File: config.mk
export PLATFORM = sky130hd
export DESIGN_NAME = atomic_clr_unit
export DESIGN_NICKNAME = d
export VERILOG_FILES = /design/src/rtl/atomic_clr_pkg.sv /design/src/rtl/atomic_clr_decode.sv /design/src/rtl/atomic_clr_agen.sv /design/src/rtl/atomic_clr_seq.sv /design/src/rtl/atomic_clr_unit.sv
export SDC_FILE = /design/constraint.sdc
export NUM_CORES = 1
export LEC_CHECK = 0
export ABC_AREA = 1
export ABC_CLOCK_PERIOD_IN_PS = 2700
export BUFFER_PORTS_ARGS = -buffer_cell sky130_fd_sc_hd__buf_2
export CELL_PAD_IN_SITES_DETAIL_PLACEMENT = 1
export CELL_PAD_IN_SITES_GLOBAL_PLACEMENT = 1
export CORE_AREA = 2 2 193 195
export CTS_CLUSTER_DIAMETER = 200
export DETAILED_ROUTE_END_ITERATION = 16
export DIE_AREA = 0 0 195 197
export GPL_ROUTABILITY_DRIVEN = 0
export PLACE_DENSITY_LB_ADDON = 0.1
export SYNTH_ARGS = -nofsm -noshare
export SYNTH_HDL_FRONTEND = slang
export SYNTH_HIERARCHICAL = 1
export SYNTH_SLANG_ARGS = --single-unit
File: constraint.sdc
create_clock -name clk -period 2.7 [get_ports clk]
set_clock_uncertainty 0.05 [all_clocks]
set_input_delay 0.135 -clock clk [delete_from_list [all_inputs] [get_ports clk]]
set_output_delay 0.135 -clock clk [all_outputs]
set_load 0.01 [all_outputs]
File: src/rtl/atomic_clr_pkg.sv
package atomic_clr_pkg;
  typedef enum logic [2:0] {
    ST_IDLE, ST_READ, ST_WAIT_RD, ST_WRITE, ST_WB, ST_FAULT
  } seq_state_e;

  typedef struct packed {
    logic       legal;
    logic       dword;
    logic [4:0] rs;
    logic [4:0] rn;
    logic [4:0] rt;
  } dec_t;

  localparam logic [1:0] FLT_NONE    = 2'b00;
  localparam logic [1:0] FLT_ILLEGAL = 2'b01;
  localparam logic [1:0] FLT_SP      = 2'b10;
  localparam logic [1:0] FLT_DATA    = 2'b11;
  localparam logic [4:0] REG_ZR_SP   = 5'd31;
endpackage

File: src/rtl/atomic_clr_decode.sv
module atomic_clr_decode
  import atomic_clr_pkg::*;
(
  input  logic [31:0] instr_word,
  output dec_t        dec
);
  localparam logic [8:0] HI_FIXED = 9'b111000001;
  localparam logic [5:0] MID_FIXED = 6'b000100;

  always_comb begin
    dec.legal = instr_word[31] && (instr_word[29:21] == HI_FIXED)
                && (instr_word[15:10] == MID_FIXED);
    dec.dword = instr_word[30];
    dec.rs    = instr_word[20:16];
    dec.rn    = instr_word[9:5];
    dec.rt    = instr_word[4:0];
  end
endmodule

File: src/rtl/atomic_clr_agen.sv
module atomic_clr_agen
  import atomic_clr_pkg::*;
#(
  parameter int ADDR_W        = 64,
  parameter int SP_ALIGN_LOG2 = 4
) (
  input  dec_t              dec,
  input  logic [ADDR_W-1:0] rn_data,
  input  logic [ADDR_W-1:0] sp_value,
  output logic [ADDR_W-1:0] addr,
  output logic [1:0]        fault_code
);
  localparam int WORD_LOG2  = 2;
  localparam int DWORD_LOG2 = 3;

  logic use_sp;
  logic sp_bad;
  logic data_bad;

  assign use_sp = (dec.rn == REG_ZR_SP);
  assign addr   = use_sp ? sp_value : rn_data;
  assign sp_bad = use_sp && (sp_value[SP_ALIGN_LOG2-1:0] != '0);
  assign data_bad = dec.dword ? (addr[DWORD_LOG2-1:0] != '0)
                              : (addr[WORD_LOG2-1:0] != '0);

  always_comb begin
    if (!dec.legal)    fault_code = FLT_ILLEGAL;
    else if (sp_bad)   fault_code = FLT_SP;
    else if (data_bad) fault_code = FLT_DATA;
    else               fault_code = FLT_NONE;
  end
endmodule

File: src/rtl/atomic_clr_seq.sv
module atomic_clr_seq
  import atomic_clr_pkg::*;
#(
  parameter int DATA_W = 64,
  parameter int ADDR_W = 64
) (
  input  logic              clk,
  input  logic              rst,
  input  logic              instr_valid,
  output logic              instr_ready,
  input  dec_t              dec,
  input  logic [ADDR_W-1:0] agen_addr,
  input  logic [1:0]        agen_fault,
  input  logic [DATA_W-1:0] rs_data,
  output logic              mem_req,
  output logic              mem_we,
  output logic [ADDR_W-1:0] mem_addr,
  output logic              mem_size,
  output logic [DATA_W-1:0] mem_wdata,
  output logic              mem_lock,
  input  logic              mem_gnt,
  input  logic              mem_rvalid,
  input  logic [DATA_W-1:0] mem_rdata,
  output logic              rf_we,
  output logic [4:0]        rf_waddr,
  output logic [DATA_W-1:0] rf_wdata,
  output logic              fault,
  output logic [1:0]        fault_code
);
  localparam int HALF_W = DATA_W / 2;

  seq_state_e        state;
  logic [ADDR_W-1:0] addr_q;
  logic [DATA_W-1:0] mask_q;
  logic [DATA_W-1:0] old_q;
  logic [DATA_W-1:0] new_q;
  logic              dword_q;
  logic [4:0]        rt_q;
  logic [1:0]        code_q;
  logic [DATA_W-1:0] rd_ext;
  logic [DATA_W-1:0] rd_clr;

  // read data at access width, then the cleared value
  assign rd_ext = dword_q ? mem_rdata : {{HALF_W{1'b0}}, mem_rdata[HALF_W-1:0]};
  assign rd_clr = rd_ext & ~mask_q;

  always_ff @(posedge clk) begin
    if (rst) begin
      state   <= ST_IDLE;
      addr_q  <= '0;
      mask_q  <= '0;
      old_q   <= '0;
      new_q   <= '0;
      dword_q <= 1'b0;
      rt_q    <= '0;
      code_q  <= FLT_NONE;
    end else begin
      case (state)
        ST_IDLE: begin
          if (instr_valid) begin
            addr_q  <= agen_addr;
            dword_q <= dec.dword;
            rt_q    <= dec.rt;
            mask_q  <= dec.dword ? rs_data : {{HALF_W{1'b0}}, rs_data[HALF_W-1:0]};
            code_q  <= agen_fault;
            state   <= (agen_fault != FLT_NONE) ? ST_FAULT : ST_READ;
          end
        end
        ST_READ:    if (mem_gnt) state <= ST_WAIT_RD;
        ST_WAIT_RD: begin
          if (mem_rvalid) begin
            old_q <= rd_ext;
            new_q <= rd_clr;
            state <= ST_WRITE;
          end
        end
        ST_WRITE:   if (mem_gnt) state <= ST_WB;
        ST_WB:      state <= ST_IDLE;
        ST_FAULT: begin
          code_q <= FLT_NONE;
          state  <= ST_IDLE;
        end
        default:    state <= ST_IDLE;
      endcase
    end
  end

  assign instr_ready = (state == ST_IDLE);
  assign mem_req     = (state == ST_READ) || (state == ST_WRITE);
  assign mem_we      = (state == ST_WRITE);
  assign mem_lock    = (state == ST_READ) || (state == ST_WAIT_RD) || (state == ST_WRITE);
  assign mem_addr    = addr_q;
  assign mem_size    = dword_q;
  assign mem_wdata   = new_q;
  assign rf_we       = (state == ST_WB) && (rt_q != REG_ZR_SP);
  assign rf_waddr    = rt_q;
  assign rf_wdata    = old_q;
  assign fault       = (state == ST_FAULT);
  assign fault_code  = fault ? code_q : FLT_NONE;
endmodule

File: src/rtl/atomic_clr_unit.sv
module atomic_clr_unit
  import atomic_clr_pkg::*;
#(
  parameter int DATA_W        = 64,
  parameter int ADDR_W        = 64,
  parameter int SP_ALIGN_LOG2 = 4
) (
  input  logic              clk,
  input  logic              rst,
  input  logic              instr_valid,
  output logic              instr_ready,
  input  logic [31:0]       instr_word,
  input  logic [DATA_W-1:0] rs_data,
  input  logic [ADDR_W-1:0] rn_data,
  input  logic [ADDR_W-1:0] sp_value,
  output logic              mem_req,
  output logic              mem_we,
  output logic [ADDR_W-1:0] mem_addr,
  output logic              mem_size,
  output logic [DATA_W-1:0] mem_wdata,
  output logic              mem_lock,
  input  logic              mem_gnt,
  input  logic              mem_rvalid,
  input  logic [DATA_W-1:0] mem_rdata,
  output logic              rf_we,
  output logic [4:0]        rf_waddr,
  output logic [DATA_W-1:0] rf_wdata,
  output logic              fault,
  output logic [1:0]        fault_code
);
  dec_t              dec;
  logic [ADDR_W-1:0] agen_addr;
  logic [1:0]        agen_fault;

  atomic_clr_decode u_dec (
    .instr_word (instr_word),
    .dec        (dec)
  );

  atomic_clr_agen #(
    .ADDR_W        (ADDR_W),
    .SP_ALIGN_LOG2 (SP_ALIGN_LOG2)
  ) u_agen (
    .dec        (dec),
    .rn_data    (rn_data),
    .sp_value   (sp_value),
    .addr       (agen_addr),
    .fault_code (agen_fault)
  );

  atomic_clr_seq #(
    .DATA_W (DATA_W),
    .ADDR_W (ADDR_W)
  ) u_seq (
    .clk         (clk),
    .rst         (rst),
    .instr_valid (instr_valid),
    .instr_ready (instr_ready),
    .dec         (dec),
    .agen_addr   (agen_addr),
    .agen_fault  (agen_fault),
    .rs_data     (rs_data),
    .mem_req     (mem_req),
    .mem_we      (mem_we),
    .mem_addr    (mem_addr),
    .mem_size    (mem_size),
    .mem_wdata   (mem_wdata),
    .mem_lock    (mem_lock),
    .mem_gnt     (mem_gnt),
    .mem_rvalid  (mem_rvalid),
    .mem_rdata   (mem_rdata),
    .rf_we       (rf_we),
    .rf_waddr    (rf_waddr),
    .rf_wdata    (rf_wdata),
    .fault       (fault),
    .fault_code  (fault_code)
  );
endmodule

* After elaboration in Yosys (flattened, before gate mapping)
Index checks and enable logic that the tools add are counted.
** Storage, ports and cells
- Register bits :: 267
- Input bits :: 293
- Output and inout port bits :: 206
- Logic and storage cells :: 56
** Cells by class
- Equality and inequality tests :: 13
- Multiplexer cells :: 16
- Bitwise gates (word level) :: 2
- Reductions and logical operators :: 17
** Operators by type and width (number)
- 2-to-1 mux 64 bit :: 3
- AND 64 bit :: 1
- NOT 64 bit :: 1
- 2-to-1 mux 3 bit :: 5
- one-hot mux 3 bit (4 select lines) :: 1
- 2-to-1 mux 2 bit :: 5
- equality test 9 bit (second input constant) :: 1
- equality test 3 x 2 -> 1 bit (second input constant) :: 2
- equality test 3 bit (second input constant) :: 2
- equality test 6 x 3 -> 1 bit (second input constant) :: 1
- != test 2 bit (second input constant) :: 3
- AND reduction 2 bit :: 3
- nonzero test 2 bit :: 3
- equality test 5 bit (second input constant) :: 1
- != test 5 bit (second input constant) :: 1
- logical AND 1 bit :: 4
- one-hot mux 2 bit (2 select lines) :: 1
- AND reduction 4 bit :: 1
- nonzero test 4 bit :: 1
- equality test 3 x 1 -> 1 bit (second input constant) :: 1
- zero test 3 bit :: 1
- logical OR 1 bit :: 3
- nonzero test 3 bit :: 1
- != test 2 x 1 -> 1 bit (second input constant) :: 1
- 2-to-1 mux 1 bit :: 1

* Logic depth before layout (Yosys ltp)
- Depth after elaboration :: 11
- Depth in mapped cells :: 12
- Gate-level depth less buffers :: 11

* Modules after synthesis
Netlist, hierarchy kept.
** By module, submodules not included
- atomic_clr_seq :: instances 1, cells each 1263, area an instance 10288.6 um2, seq. area each 5345.1 um2
- atomic_clr_agen :: instances 1, cells each 98, area an instance 993.5 um2, seq. area each 0.0 um2
- atomic_clr_decode :: instances 1, cells each 41, area an instance 214.0 um2, seq. area each 0.0 um2

* Worst setup path before layout
OpenSTA, ideal clock, no wires.
- Kind :: register to register
- Start :: reg u_seq.state[2]
- End :: reg u_seq.old_q[31] (netlist: u_seq/rf_wdata[31])
- Setup time :: 0.144 ns
- Data arrival time :: 1.228 ns
- Data required time :: 2.506 ns
- Setup slack :: 1.278 ns
- Stages on the path, launching flop included :: 9
- Path buffers :: 2
- Clock period less this slack :: 1.422 ns
- Cells stage by stage :: dfxtp_1 > nor2_4 > nand2_4 > nor2_4 > inv_2 > buf_4 > buf_2 > nand2_1 > a21oi_1
** Between the ends
- Cells in the longest elaborated chain, start to end :: 2
** RTL lines
- start, declared :: RTL line atomic_clr_seq.sv:32 : seq_state_e state;
- start signal, assigned :: RTL line atomic_clr_seq.sv:66 : state <= (agen_fault != FLT_NONE) ? ST_FAULT : ST_READ;
- equality test 3 x 2 -> 1 bit :: RTL line atomic_clr_seq.sv:58 : case (state)
- AND reduction 2 bit (no source line)
- end signal, assigned :: RTL line atomic_clr_seq.sv:72 : old_q <= rd_ext;
- end, declared :: RTL line atomic_clr_seq.sv:35 : logic [DATA_W-1:0] old_q;
No other way between the ends.
A chain may end at the register's enable or synchronous reset.

* Final worst setup path
- Start :: reg u_seq.state[2]
- End :: reg u_seq.old_q[55] (netlist: u_seq/rf_wdata[55])
Same word-level chain as after synthesis.

==> summary.md <==
| Metric | Value |
|---|---|
| Worst-path clk slew | ~0.06 ns |
| TritonRoute pass-1 iters | 4 |
| Vias in the first global route | 13,064 |
| Status | completed |
| VDD IR-drop max | 0.412 mV |
| Final Hold Viols | 0 |
| Core ar. | between 0.03 and 0.04 mm^2 |
| Final cycle utilization of the critical path | between 70% and 80% |
| GRT Util Overall | 23.6% |
| Synth Instances | 1,397 |
| Die ar. | around 0.038 mm^2 |
| CTS Root Cell | clkbuf_16 |
| ANT nets after route | 0 |
| Flop2flop setup slack | ~0.68 ns |
| Cells after DPL | between 2,000 and 2,500 |
| Avg WL per Cell | approximately 18 um |
| Crit-path slowest cell | nor2_4 |
| Remaining global-route overflow | 0 |
| Critical-path cell list | nor2_4 -> nand2_4 -> nor2_4 -> inv_4 -> buf_4 -> nand2_1 -> a21oi_2 |
| Worst setup EP type | flip-flop |
| R2R depth | 7 |
| WS Path Type | reg2reg |
| Ratio of cells with drive above 1 in the final layout | 34.7% |
| DR WL met2 | between 20,000 and 25,000 um |
| Post-Syn Nets | about 1,700 |
| Final WL | 46,500 um |
| Arrival @ worst endpoint | ~2.3 ns |
| CTS tree | yes |
| First-pass GRT wire length | 71,600 um |
| Seq pwr share | between 30% and 40% |
| DIE WIDTH | about 200 um |
| Row count | 70 |
| Number of top-level pins | roughly 500 |
| I/O Buffers | a little under 500 |
| CTS H-tree depth | 2 |
| Highest metal used | met5 |
| RSZ-0062 raised after global routing | no |
| Worst setup SP type | flip-flop |
| Initial antenna violation count | 16 |
| Pre-CTS WS | approximately 0.67 ns |
| Initial core utilization | a little under a third |
| Pin count of the biggest net entering global routing | about 160 |
| Achievable Freq | roughly 500 MHz |
| Fin. max-slew vios | 0 |
| Max Buffers Root-to-Sink | 3 |
| Worst hold start | sp_value[60] |
| Die Ht | ~200 um |
| Mapped cell area | between 0.01 and 0.015 mm^2 |
| Sw frac | 33.2% |
| Min cycle time layout | 2.02 ns |
| Maximum fanout along the worst path | 77 |
| Syn Area/Cell | between 8 and 9 um^2 |
| Total CTS buffers | 34 |
| Clock sink count | about 270 |
| Final setup TNS | 0 ns |
| Max incr delay on CP | ~0.38 ns |
| Critical Path RT | 3.01 ns |
| Non-Filler Instances | about 2,600 |
| Vias per inst | 4.68 |
| WP buf/inv | 2 |
| Clk network pwr share | between 30% and 40% |
| Met3 wire length | between 3000 and 4000 um |
| Worst R2R Start | u_seq/state[2]$_SDFFE_PP0P_ |
| Int Pwr | 8.52 mW |
| DPL Wire Length | around 30,000 um |
| Number of remaining DRC errors | 0 |
| Max Cap Viol | 0 |
| Power Density | between 700 and 800 mW/mm^2 |
| Pleak | around 7.6 nW |
| Worst Slack Setup Final | 0.677 ns |
| Clock latency at the later pin of the worst-skew pair | 0.51 ns |
| Layout area overhead | 53.4% |
| Slew @ Worst Pin | between 0.9 and 1 ns |
| Slew HR | 39.1% |
| Synth warn | 6 |
| Part of the power in combinational logic | 27.4% |
| CP most frequent cell | nor2_4 |
| Nets | about 2,400 |
| Via count | approximately 12,000 |
| Psw | between 4 and 5 mW |
| Post-layout util | 48.5% |
| Setup violators final | 0 |
| Worst Hold Path EP | u_seq/mem_addr[60]$_SDFFE_PP0P_ |
| End of the worst register-to-register path | u_seq/rf_wdata[55]$_SDFFE_PP0P_ |
| Drt initial violations | roughly 400 |
| Metal1 wirelength | between 15,000 and 20,000 um |
| Worst min path class | in2reg |
| Top delay family on crit path | simple AND/OR/NAND/NOR gates |
| Worst hold margin | roughly 0.017 ns |
| Hold Path Stages | 4 |
-- worst min-delay path, delay by kind of cell --
kind	cells	cell delay, ns
multiplexers	1	0.14
buffers and inverters	1	0.11
AO/OA/AOI/OAI	1	0.10
AND/OR/NAND/NOR	1	0.05
-- layout by cell type (no fill, tap or decap), types with 2 or more instances in the layout --
master	n
a211oi_1	2
nand2_1	448
nand3_4	2
inv_2	3
o21bai_1	3
mux2_2	52
diode_2	13
nor2_1	50
inv_1	66
a21oi_1	215
buf_2	492
nor2_4	3
nand3_1	19
dfxtp_1	266
dlygate4sd3_1	250
nand2_4	2
buf_12	7
nand3_2	56
clkbuf_1	12
o21ai_0	26
buf_4	8
bufinv_16	3
mux2_4	9
o21ai_1	10
clkbuf_8	4
clkbuf_16	35
a21oi_2	47
-- state kept, by name, indices dropped and copies added (netlist names) --
signal           count
u_seq/rf_wdata      64
u_seq/mem_wdata     64
u_seq/mask_q        64
u_seq/mem_addr      64
u_seq/state          3
u_seq/mem_size       1
u_seq/code_q         2
u_seq/rf_waddr       5
-- power by group through the flow --
stage | logic, mW | clock network (mW) | registers [mW]
finish | 3.49 | 4.49 | 4.78
floorplan | 1.99 | 0 | 4.95
detailed placement | 3.18 | 0 | 4.85
CTS | 3.50 | 4.61 | 4.78
global route | 3.87 | 4.78 | 4.84
global placement | 3.14 | 0 | 4.84
-- layout make-up --
class                           instances  area (um^2)
Antenna cell                           13         32.5
Clock buffer                           50          962
Clock inverter                          6          111
Fill cell                            4433        18700
Inverter                               70          265
Multi-Input combinational cell        950         5090
Sequential cell                       267         5350
Tap cell                              468          586
Timing Repair Buffer                  758         5180
-- worst max-delay path by stage --
stage	startpoint	end	slack, ns	cells past startpoint
floorplan	u_seq/state[2]$_SDFFE_PP0P_	u_seq/rf_wdata[31]$_SDFFE_PP0P_	1.28	8
global placement	u_seq/state[2]$_SDFFE_PP0P_	u_seq/rf_wdata[54]$_SDFFE_PP0P_	0.72	7
detailed placement	u_seq/state[2]$_SDFFE_PP0P_	u_seq/rf_wdata[55]$_SDFFE_PP0P_	0.67	7
CTS	u_seq/state[2]$_SDFFE_PP0P_	u_seq/rf_wdata[55]$_SDFFE_PP0P_	0.67	7
global route	u_seq/state[2]$_SDFFE_PP0P_	u_seq/rf_wdata[34]$_SDFFE_PP0P_	0.52	7
finish	u_seq/state[2]$_SDFFE_PP0P_	u_seq/rf_wdata[55]$_SDFFE_PP0P_	0.68	7
-- metal layers --
metal	vias up	global-route usage, %
li1	5904	-
met2	370	41.9
met5	-	0
met3	90	6.71
met1	5707	26.1
met4	4	10.9
-- through the flow --
step	instance area [um^2]	power, mW
2_1_floorplan	11500	6.95
3_3_place_gp	14000	7.98
3_5_place_dp	14000	8.03
4_1_cts	17500	12.9
5_1_grt	17600	13.5
6_report	17600	12.8
-- what timing repair did --
action                                 in CTS  in global routing
setup buffers                               0                  0
hold buffers                              250                  0
gates resized for setup                     0                  0
endpoints found under the hold margin     258                  0
Note: power is estimated with default switching activity, not from simulation.
